==> config.mk <==
export PLATFORM = sky130hd
export DESIGN_NAME = sat_mac_unit
export DESIGN_NICKNAME = d
export VERILOG_FILES = /design/src/rtl/mac_pkg.sv /design/src/rtl/mac_fetch.sv /design/src/rtl/mac_mul.sv /design/src/rtl/mac_acc.sv /design/src/rtl/sat_mac_unit.sv
export SDC_FILE = /design/constraint.sdc
export NUM_CORES = 2
export LEC_CHECK = 0
export ABC_CLOCK_PERIOD_IN_PS = 23100
export BUFFER_PORTS_ARGS = -buffer_cell sky130_fd_sc_hd__clkbuf_2
export CAP_MARGIN = 15
export CORE_ASPECT_RATIO = 1.25
export CORE_MARGIN = 1
export CORE_UTILIZATION = 62
export DETAILED_ROUTE_END_ITERATION = 10
export GPL_ROUTABILITY_DRIVEN = 0
export PLACE_DENSITY = 0.83
export SYNTH_ARGS = -nofsm -noshare
export SYNTH_HDL_FRONTEND = slang
export SYNTH_SLANG_ARGS = --single-unit
==> constraint.sdc <==
create_clock -name clk -period 23.1 [get_ports clk]
set_input_delay 1.155 -clock clk [delete_from_list [all_inputs] [get_ports clk]]
set_output_delay 1.155 -clock clk [all_outputs]
set_load 0.02 [all_outputs]
==> src/rtl/mac_pkg.sv <==
package mac_pkg;

    localparam int DW    = 32;
    localparam int ACC_W = 2 * DW;
    localparam int SAT_W = 48;

    typedef logic signed [DW-1:0]    word_t;
    typedef logic signed [ACC_W-1:0] acc_t;
    typedef logic signed [ACC_W:0]   wide_t;

    typedef enum logic [1:0] {
        ST_IDLE,
        ST_RD_A,
        ST_RD_B,
        ST_EXEC
    } mac_state_e;

    typedef struct packed {
        word_t op_a;
        word_t op_b;
        logic  sat;
    } operands_t;

    function automatic logic [DW-1:0] magnitude(input word_t v);
        return v[DW-1] ? (~v + 1'b1) : v;
    endfunction

    function automatic acc_t clamp_sat(input wide_t s);
        wide_t hi_lim;
        wide_t lo_lim;
        hi_lim = wide_t'((65'sd1 <<< (SAT_W - 1)) - 65'sd1);
        lo_lim = -hi_lim - 65'sd1;
        if (s > hi_lim)      return acc_t'(hi_lim);
        else if (s < lo_lim) return acc_t'(lo_lim);
        else                 return acc_t'(s);
    endfunction

endpackage

==> src/rtl/mac_fetch.sv <==
module mac_fetch
    import mac_pkg::*;
#(
    parameter int AW   = 32,
    parameter int STEP = 4
) (
    input  logic          clk,
    input  logic          rst,
    input  logic          start,
    input  logic          sat_in,
    input  logic [AW-1:0] ptr_a_in,
    input  logic [AW-1:0] ptr_b_in,
    input  logic          rd_ready,
    input  logic [DW-1:0] rd_data,
    output logic          rd_valid,
    output logic [AW-1:0] rd_addr,
    output logic [AW-1:0] ptr_a_q,
    output logic [AW-1:0] ptr_b_q,
    output operands_t     ops,
    output logic          exec,
    output logic          busy
);

    localparam logic [AW-1:0] INC = AW'(STEP);

    mac_state_e state;

    always_ff @(posedge clk) begin
        if (rst) begin
            state   <= ST_IDLE;
            ptr_a_q <= '0;
            ptr_b_q <= '0;
            ops     <= '0;
        end else begin
            case (state)
                ST_IDLE: if (start) begin
                    ptr_a_q <= ptr_a_in;
                    ptr_b_q <= ptr_b_in;
                    ops.sat <= sat_in;
                    state   <= ST_RD_A;
                end
                ST_RD_A: if (rd_ready) begin
                    ops.op_a <= rd_data;
                    ptr_a_q  <= ptr_a_q + INC;
                    state    <= ST_RD_B;
                end
                ST_RD_B: if (rd_ready) begin
                    ops.op_b <= rd_data;
                    ptr_b_q  <= ptr_b_q + INC;
                    state    <= ST_EXEC;
                end
                default: state <= ST_IDLE;
            endcase
        end
    end

    assign rd_valid = (state == ST_RD_A) || (state == ST_RD_B);
    assign rd_addr  = (state == ST_RD_B) ? ptr_b_q : ptr_a_q;
    assign exec     = (state == ST_EXEC);
    assign busy     = (state != ST_IDLE);

    AST_RD_HOLD: assert property (@(posedge clk) disable iff (rst)
        (rd_valid && !rd_ready) |=> (rd_valid && $stable(rd_addr)));

    AST_PTR_A_STEP: assert property (@(posedge clk) disable iff (rst)
        (state == ST_RD_A && rd_ready) |=> (ptr_a_q == $past(ptr_a_q) + INC));

    AST_PTR_B_STEP: assert property (@(posedge clk) disable iff (rst)
        (state == ST_RD_B && rd_ready) |=> (ptr_b_q == $past(ptr_b_q) + INC));

    AST_EXEC_ONCE: assert property (@(posedge clk) disable iff (rst)
        exec |=> !busy);

endmodule

==> src/rtl/mac_mul.sv <==
module mac_mul
    import mac_pkg::*;
(
    input  word_t op_a,
    input  word_t op_b,
    output acc_t  product
);

    logic             neg;
    logic [DW-1:0]    mag_a;
    logic [DW-1:0]    mag_b;
    logic [ACC_W-1:0] mag_p;

    always_comb begin
        neg     = op_a[DW-1] ^ op_b[DW-1];
        mag_a   = magnitude(op_a);
        mag_b   = magnitude(op_b);
        mag_p   = ACC_W'(mag_a) * ACC_W'(mag_b);
        product = neg ? acc_t'(~mag_p + 1'b1) : acc_t'(mag_p);
    end

endmodule

==> src/rtl/mac_acc.sv <==
module mac_acc
    import mac_pkg::*;
(
    input  logic          clk,
    input  logic          rst,
    input  logic          exec,
    input  logic          busy,
    input  logic          sat,
    input  acc_t          product,
    input  logic          ld,
    input  logic [DW-1:0] ld_hi,
    input  logic [DW-1:0] ld_lo,
    output acc_t          acc,
    output logic          done
);

    acc_t  acc_ext;
    wide_t exact;
    acc_t  next_val;

    always_comb begin
        acc_ext  = acc_t'({{(ACC_W-SAT_W){acc[SAT_W-1]}}, acc[SAT_W-1:0]});
        exact    = wide_t'(product) + wide_t'(acc_ext);
        next_val = sat ? clamp_sat(exact) : acc + product;
    end

    always_ff @(posedge clk) begin
        if (rst) begin
            acc  <= '0;
            done <= 1'b0;
        end else begin
            done <= exec;
            if (exec)            acc <= next_val;
            else if (ld && !busy) acc <= {ld_hi, ld_lo};
        end
    end

    AST_DONE_PULSE: assert property (@(posedge clk) disable iff (rst)
        done |=> !done);

    AST_DONE_FOLLOWS: assert property (@(posedge clk) disable iff (rst)
        exec |=> done);

    AST_SAT_RANGE: assert property (@(posedge clk) disable iff (rst)
        (exec && sat) |=> (&acc[ACC_W-1:SAT_W-1] || ~|acc[ACC_W-1:SAT_W-1]));

    AST_LOAD_IGNORED: assert property (@(posedge clk) disable iff (rst)
        (ld && busy && !exec) |=> $stable(acc));

endmodule

==> src/rtl/sat_mac_unit.sv <==
module sat_mac_unit
    import mac_pkg::*;
#(
    parameter int AW   = 32,
    parameter int STEP = 4
) (
    input  logic          clk,
    input  logic          rst,
    input  logic          start,
    input  logic          sat_mode,
    input  logic [AW-1:0] ptr_a_in,
    input  logic [AW-1:0] ptr_b_in,
    output logic [AW-1:0] ptr_a_out,
    output logic [AW-1:0] ptr_b_out,
    output logic          rd_valid,
    output logic [AW-1:0] rd_addr,
    input  logic          rd_ready,
    input  logic [31:0]   rd_data,
    input  logic          acc_load,
    input  logic [31:0]   acc_load_hi,
    input  logic [31:0]   acc_load_lo,
    output logic [31:0]   acc_hi,
    output logic [31:0]   acc_lo,
    output logic          busy,
    output logic          done
);

    operands_t ops;
    logic      exec;
    acc_t      product;
    acc_t      acc;

    mac_fetch #(.AW(AW), .STEP(STEP)) u_fetch (
        .clk      (clk),
        .rst      (rst),
        .start    (start),
        .sat_in   (sat_mode),
        .ptr_a_in (ptr_a_in),
        .ptr_b_in (ptr_b_in),
        .rd_ready (rd_ready),
        .rd_data  (rd_data),
        .rd_valid (rd_valid),
        .rd_addr  (rd_addr),
        .ptr_a_q  (ptr_a_out),
        .ptr_b_q  (ptr_b_out),
        .ops      (ops),
        .exec     (exec),
        .busy     (busy)
    );

    mac_mul u_mul (
        .op_a    (ops.op_a),
        .op_b    (ops.op_b),
        .product (product)
    );

    mac_acc u_acc (
        .clk     (clk),
        .rst     (rst),
        .exec    (exec),
        .busy    (busy),
        .sat     (ops.sat),
        .product (product),
        .ld      (acc_load),
        .ld_hi   (acc_load_hi),
        .ld_lo   (acc_load_lo),
        .acc     (acc),
        .done    (done)
    );

    assign acc_hi = acc[ACC_W-1:DW];
    assign acc_lo = acc[DW-1:0];

    AST_RESET_QUIET: assert property (@(posedge clk)
        rst |=> (!done && !rd_valid && acc == '0));

endmodule

Word-level counts from Yosys, hierarchy flattened
Cells that the tools add are included.

cells by class
  add/subtract/negate cells = 7
  $mul = 1
  divide/modulo/power cells = 0
  magnitude comparators = 2
  equal/unequal tests = 6
  shift operators = 0
  mux-type cells = 19
  bitwise logic cells = 4
  reductions and logical operators = 14

operators with widths
  operator                                                                         count
  64-bit two-way mux                                                               6
  32-bit two-way mux                                                               7
  32-bit one-hot mux with 2 select lines                                           2
  64-bit by 48-bit adder with 65-bit output                                        1
  65-bit by 48-bit > comparator with 1-bit output (second input constant)          1
  65-bit by 48-bit less-than comparator with 1-bit output (second input constant)  1
  32-bit by 1-bit adder with 32-bit output (second input constant)                 2
  32-bit by 3-bit adder with 32-bit output (second input constant)                 2
  64-bit by 1-bit adder with 64-bit output (second input constant)                 1
  64-bit adder                                                                     1
  32-bit by 32-bit multiplier with 64-bit output                                   1
  32-bit inverter                                                                  2
  64-bit inverter                                                                  1
  3-bit AND reduction                                                              3
  2-bit nonzero test                                                               4
  2-bit two-way mux                                                                3
  2-bit inequality test (second input constant)                                    3
  2-bit one-hot mux with 3 select lines                                            1
  2-bit AND reduction                                                              3
  2-bit equality test (second input constant)                                      2
  2-bit by 1-bit equality test with 1-bit output (second input constant)           1
  2-bit zero test                                                                  1
  1-bit logical AND                                                                1
  1-bit zero test                                                                  1
  other kinds (2)                                                                  2

word-level totals
  register bits = 196
  latch bits = 0
  RAM bits = 0
  memory bits (read-only) = 0
  input port bits = 166
  output and inout port bits = 163
  logic and storage cells = 61
  memories = 0

Logic depth before layout (Yosys ltp)
  depth in word-level cells = 13
  depth in mapped cells = 60
  mapped depth without buffers = 52

Cells and area by module
A second synthesis with hierarchy kept.

unflattened totals
  cells, all modules = 6382
  area total of the unflattened synthesis = 51092.8 um2

by module, submodules not included
  module     times used  cells an instance  area each (um2)  sequential area each (um2)
  mac_mul    1           4349               36397.4          0.0
  mac_acc    1           1125               7913.8           1301.2
  mac_fetch  1           908                6781.5           2622.5

Worst setup path after synthesis
Ideal clock, no wire load.

  path kind = reg2reg
  start point = reg u_fetch.ops[33] (netlist name)
  end point = reg u_acc.acc[0]
  setup time = 0.086 ns
  arrival time = 14.103 ns
  required time = 23.014 ns
  slack = 8.911 ns
  stages on the path, launching flop included = 56
  path buffers = 6
  clock period less this slack = 14.189 ns
  cell sequence = dfxtp_1 > inv_1 > clkbuf_1 > ha_1 > nand2_1 > or3_1 > or4_1 > or4_1 > or4_1 > o41ai_1 > xor2_1 > buf_2 > nor2_1 > fa_1 > fa_1 > inv_1 > fa_1 > fa_1 > [... 20 more ...] > ha_1 > nand2_1 > nor2_1 > a221oi_1 > o21ai_0 > a21oi_1 > and2_4 > o31ai_4 > a21o_1 > buf_2 > a311o_1 > or4b_1 > nor4_1 > and4_1 > buf_4 > buf_4 > o21ai_0 > a211oi_1

between the ends
  word-level cells in the longest chain between the ends = 13
  elaborated cells on any way between the ends = 15
  those cells by class = 4 x add/sub; 1 x mul; 2 x order compare; 6 x mux; 2 x bitwise

RTL lines
  item                                                     RTL line       source
  32-bit inverter                                          mac_pkg.sv:25  return v[DW-1] ? (~v + 1'b1) : v;
  32-bit by 1-bit adder with 32-bit output                 mac_pkg.sv:25
  32-bit two-way mux (*)                                   mac_pkg.sv:25
  32-bit by 32-bit multiplier with 64-bit output (*)       mac_mul.sv:18  mag_p = ACC_W'(mag_a) * ACC_W'(mag_b);
  64-bit inverter                                          mac_mul.sv:19  product = neg ? acc_t'(~mag_p + 1'b1) : acc_t'(mag_p);
  64-bit by 1-bit adder with 64-bit output                 mac_mul.sv:19
  64-bit two-way mux (*)                                   mac_mul.sv:19
  64-bit by 48-bit adder with 65-bit output                mac_acc.sv:23  exact = wide_t'(product) + wide_t'(acc_ext);
  65-bit by 48-bit less-than comparator with 1-bit output  mac_pkg.sv:34  else if (s < lo_lim) return acc_t'(lo_lim);
  64-bit two-way mux                                       mac_pkg.sv:34
  64-bit two-way mux                                       mac_pkg.sv:33  if (s > hi_lim) return acc_t'(hi_lim);
  64-bit two-way mux (*)                                   mac_acc.sv:24  next_val = sat ? clamp_sat(exact) : acc + product;
  64-bit two-way mux (*)                                   mac_acc.sv:33  if (exec) acc <= next_val;
  to (signal assigned)                                     mac_acc.sv:33
  to (signal assigned)                                     mac_acc.sv:34  else if (ld && !busy) acc <= {ld_hi, ld_lo};
  to (decl)                                                mac_acc.sv:13  output acc_t acc,

Every way passes the cells marked *; elsewhere a longest branch is shown, timed or not.
A chain may end at the register's enable or synchronous reset.

Worst setup path after layout
  start point = reg u_fetch.ops[33] (netlist name)
  end point = reg u_acc.acc[12]

between the ends
  word-level cells in the longest chain between the ends = 13
  elaborated cells on any way between the ends = 15
  those cells by class = 4 x add/sub; 1 x mul; 2 x order compare; 6 x mux; 2 x bitwise

RTL lines
  item                                                     RTL line
  32-bit inverter                                          mac_pkg.sv:25
  32-bit by 1-bit adder with 32-bit output                 mac_pkg.sv:25
  32-bit two-way mux (*)                                   mac_pkg.sv:25
  32-bit by 32-bit multiplier with 64-bit output (*)       mac_mul.sv:18
  64-bit inverter                                          mac_mul.sv:19
  64-bit by 1-bit adder with 64-bit output                 mac_mul.sv:19
  64-bit two-way mux (*)                                   mac_mul.sv:19
  64-bit by 48-bit adder with 65-bit output                mac_acc.sv:23
  65-bit by 48-bit less-than comparator with 1-bit output  mac_pkg.sv:34
  64-bit two-way mux                                       mac_pkg.sv:34
  64-bit two-way mux                                       mac_pkg.sv:33
  64-bit two-way mux (*)                                   mac_acc.sv:24
  64-bit two-way mux (*)                                   mac_acc.sv:33

Marks and branches as above.

==> impl_metrics.json <==
{
  "hold_violations": 0,
  "tns_ps": 0,
  "min_period_over_period_pct": 73.4,
  "grt_max_degree": 115,
  "port-buffer-count": 328,
  "die_area_um2": 82100,
  "synth_cell_type_count": 100,
  "synthTopCellsByArea": "fa_1 (36%), ha_1 (8.7%), dfxtp_1 (7.8%)",
  "synth-main-ff-cell": "dfxtp_1",
  "initial_core_util_pct": 62.7,
  "grt-ovfl-total": 0,
  "vias": 46700,
  "ir_drop_uv": 108,
  "synthesis.nets": 7682,
  "clkLatencyLatePin_ps": 530,
  "rows": 116,
  "antenna_found_initial": 9,
  "dp.cells": 7411,
  "instances_no_fill": 7453,
  "die_y_um": 320,
  "slew_headroom_pct": 16.8,
  "clock-sinks": 196,
  "cts-hold-fix-buffers": 0,
  "ys_top_cells_by_count": "inv_1 (980), nand2_1 (906), fa_1 (897)",
  "drtPass1Iterations": 6,
  "cts-root-buf": "clkbuf_16",
  "worstMarginPinSlew_ps": 1240,
  "synth-seq-cells": 196,
  "numCtsBuffers": 17,
  "synth.most_common_cell": "inv_1",
  "avgSynthCellArea_um2": 8.01,
  "cp_num_buf_inv": 6,
  "setup_viol": 0,
  "utilization_pct": 67.1,
  "max_freq_ghz": 0.0590,
  "layout.nets": 7784,
  "grt_pass1_vias": 47400,
  "wirelength_mm": 162,
  "yosysSeqAreaShare_pct": 7.81,
  "drtIter0Drc": 5168,
  "cts_tree": "done",
  "clk_pin_slew_worst_paths_ps": 90,
  "grt_pass1_wl_mm": 257,
  "rsz0062_at_grt": "false",
  "synth_area_leader_cell": "fa_1",
  "die_x_um": 257,
  "synth_top_area_share_pct": 35.8,
  "cpMostUsedCell": "fa_1",
  "placed_area_um2": 53100,
  "worstSetupEndpointType": "flop",
  "coreArea_um2": 80100,
  "track_usage_pct": 40.1,
  "ios": 329,
  "cts_post_setup_buffers_inserted": 0,
  "critPathMaxFanout": 47,
  "worstSetupPathType": "flop to flop",
  "drive_above_1_share_pct": 9.65,
  "cts-htree-levels": 4,
  "maxSlewViolCount": 0,
  "syn-instance-count": 6268,
  "syn_area_um2": 50200,
  "cp_data_required_time_ps": 23460,
  "synth_edf_count": 0,
  "whs_ps": 486,
  "ant_nets": 0,
  "syn_to_final_growth_pct": 7.02,
  "async_flop_share_pct": 0,
  "arrival_ps": 17310,
  "clock_tree.buffer_depth": 2,
  "fillers": 6372,
  "finalClockSkew_ps": 22.6,
  "vias_per_cell": 6.26,
  "slowest_delay_ps": 870,
  "cp_slowest_cell": "xor2_1",
  "maxCapViolations": 0,
  "dp_hpwl_mm": 130,
  "wire_per_inst_um": 21.8,
  "power_leakage_uw": 0.0259,
  "synth_warnings": 0,
  "status": "finished clean",
  "cp_top_family": "simple AND/OR/NAND/NOR gates",
  "drc_errors": 0,
  "hold_path_class": "flop to flop",
  "cts_resized": 0,
  "setup.worst_path.start_class": "flop",
  "period_minus_slack_ps": 16950,
  "p_per_area_nw_per_um2": 67.8,
  "fin_area_um2": 53700
}
==> state kept, by name (all words and copies together) (netlist names) <==
signal	cells
u_fetch.ops	65
u_acc.acc	64
u_fetch.ptr_a_q	32
u_fetch.ptr_b_q	32
u_fetch.state	2
u_acc.done	1
==> cells by family after synthesis <==
| group | after synthesis | synth area share [%] |
|---|---|---|
| compound gates | 1035 | 13.3 |
| xor+xnor | 300 | 5.26 |
| fa+ha+maj | 1248 | 44.5 |
| buf+inv | 1340 | 10.2 |
| flops | 196 | 7.81 |
| mux | 37 | 0.812 |
| simple gates | 2112 | 18.1 |
==> worst paths after layout <==
path                                         to  slack [ps]  cells past startpoint       startpoint
worst max-delay path              u_acc.acc[12]        6150                     52  u_fetch.ops[33]
worst max register to register    u_acc.acc[12]        6150                     52  u_fetch.ops[33]
worst min-delay path            u_fetch.ops[34]         490                      2  u_fetch.ops[34]
worst min register to register  u_fetch.ops[34]         490                      2  u_fetch.ops[34]
==> report_power, final <==
part	switching, µW	total, µW	internal (µW)
registers	164	597	433
clock network	180	327	146
logic	1830	2720	886
==> per-layer routing <==
metal | part of all wire, % | wire (µm) | up-vias | global-route usage (%)
li1 | - | - | 20200 | -
met1 | 34 | 54800 | 22400 | 47.1
met2 | 45 | 73300 | 3259 | 63.8
met3 | 13 | 20600 | 882 | 11.8
met4 | 8.4 | 13600 | 6 | 27.1
met5 | 0.021 | 34 | - | 0
==> layout by cell type, fill, tap and decap left out, types with 23 or more instances in the layout <==
master	netlist	layout
nor3_1	60	60
fa_1	897	897
inv_1	980	980
nand3_1	72	72
nor4_1	24	24
xnor2_1	173	140
o21ai_0	215	213
a31oi_1	25	25
nand2_1	906	904
nor2_1	742	741
xor2_1	126	109
xnor2_2	0	28
nor2b_1	23	23
and3_1	91	91
o21bai_1	26	26
mux2_2	30	30
buf_4	9	112
dfxtp_1	196	196
o31ai_1	42	42
a211oi_1	153	153
a21o_1	80	80
and2_1	24	24
nand4_1	56	56
clkbuf_2	2	327
ha_1	351	347
nand2b_1	24	24
a21oi_1	293	292
a22oi_1	29	29
==> area by class of cell <==
type | count | area [µm²] | area share, %
antenna | 8 | 20.0 | 0.0373
tap | 1062 | 1330 | 2.47
multi-input combinational | 4732 | 41600 | 77.5
clock inverter | 15 | 188 | 0.349
timing repair buffer | 442 | 2510 | 4.68
clock buffer | 17 | 425 | 0.792
inverter | 981 | 3680 | 6.85
sequential | 196 | 3920 | 7.30
==> metrics by stage <==
stage / power [µW] / setup slack [ps]
2_1_floorplan: 2350 / 8910
3_3_place_gp: 3160 / 6940
3_5_place_dp: 3200 / 6540
4_1_cts: 3540 / 6500
5_1_grt: 3840 / 5460
6_report: 3640 / 6150
==> worst reg2reg max path: cells and delay by family (launching register included) <==
family | cells | cell delay [ps]
buffers and inverters | 6 | 610
AO/OA/AOI/OAI | 9 | 2150
XOR/XNOR | 3 | 1250
AND/OR/NAND/NOR | 23 | 7250
flip-flops | 1 | 320
adder cells (fa/ha/maj) | 11 | 5230
(Power assumes the default switching activity.)
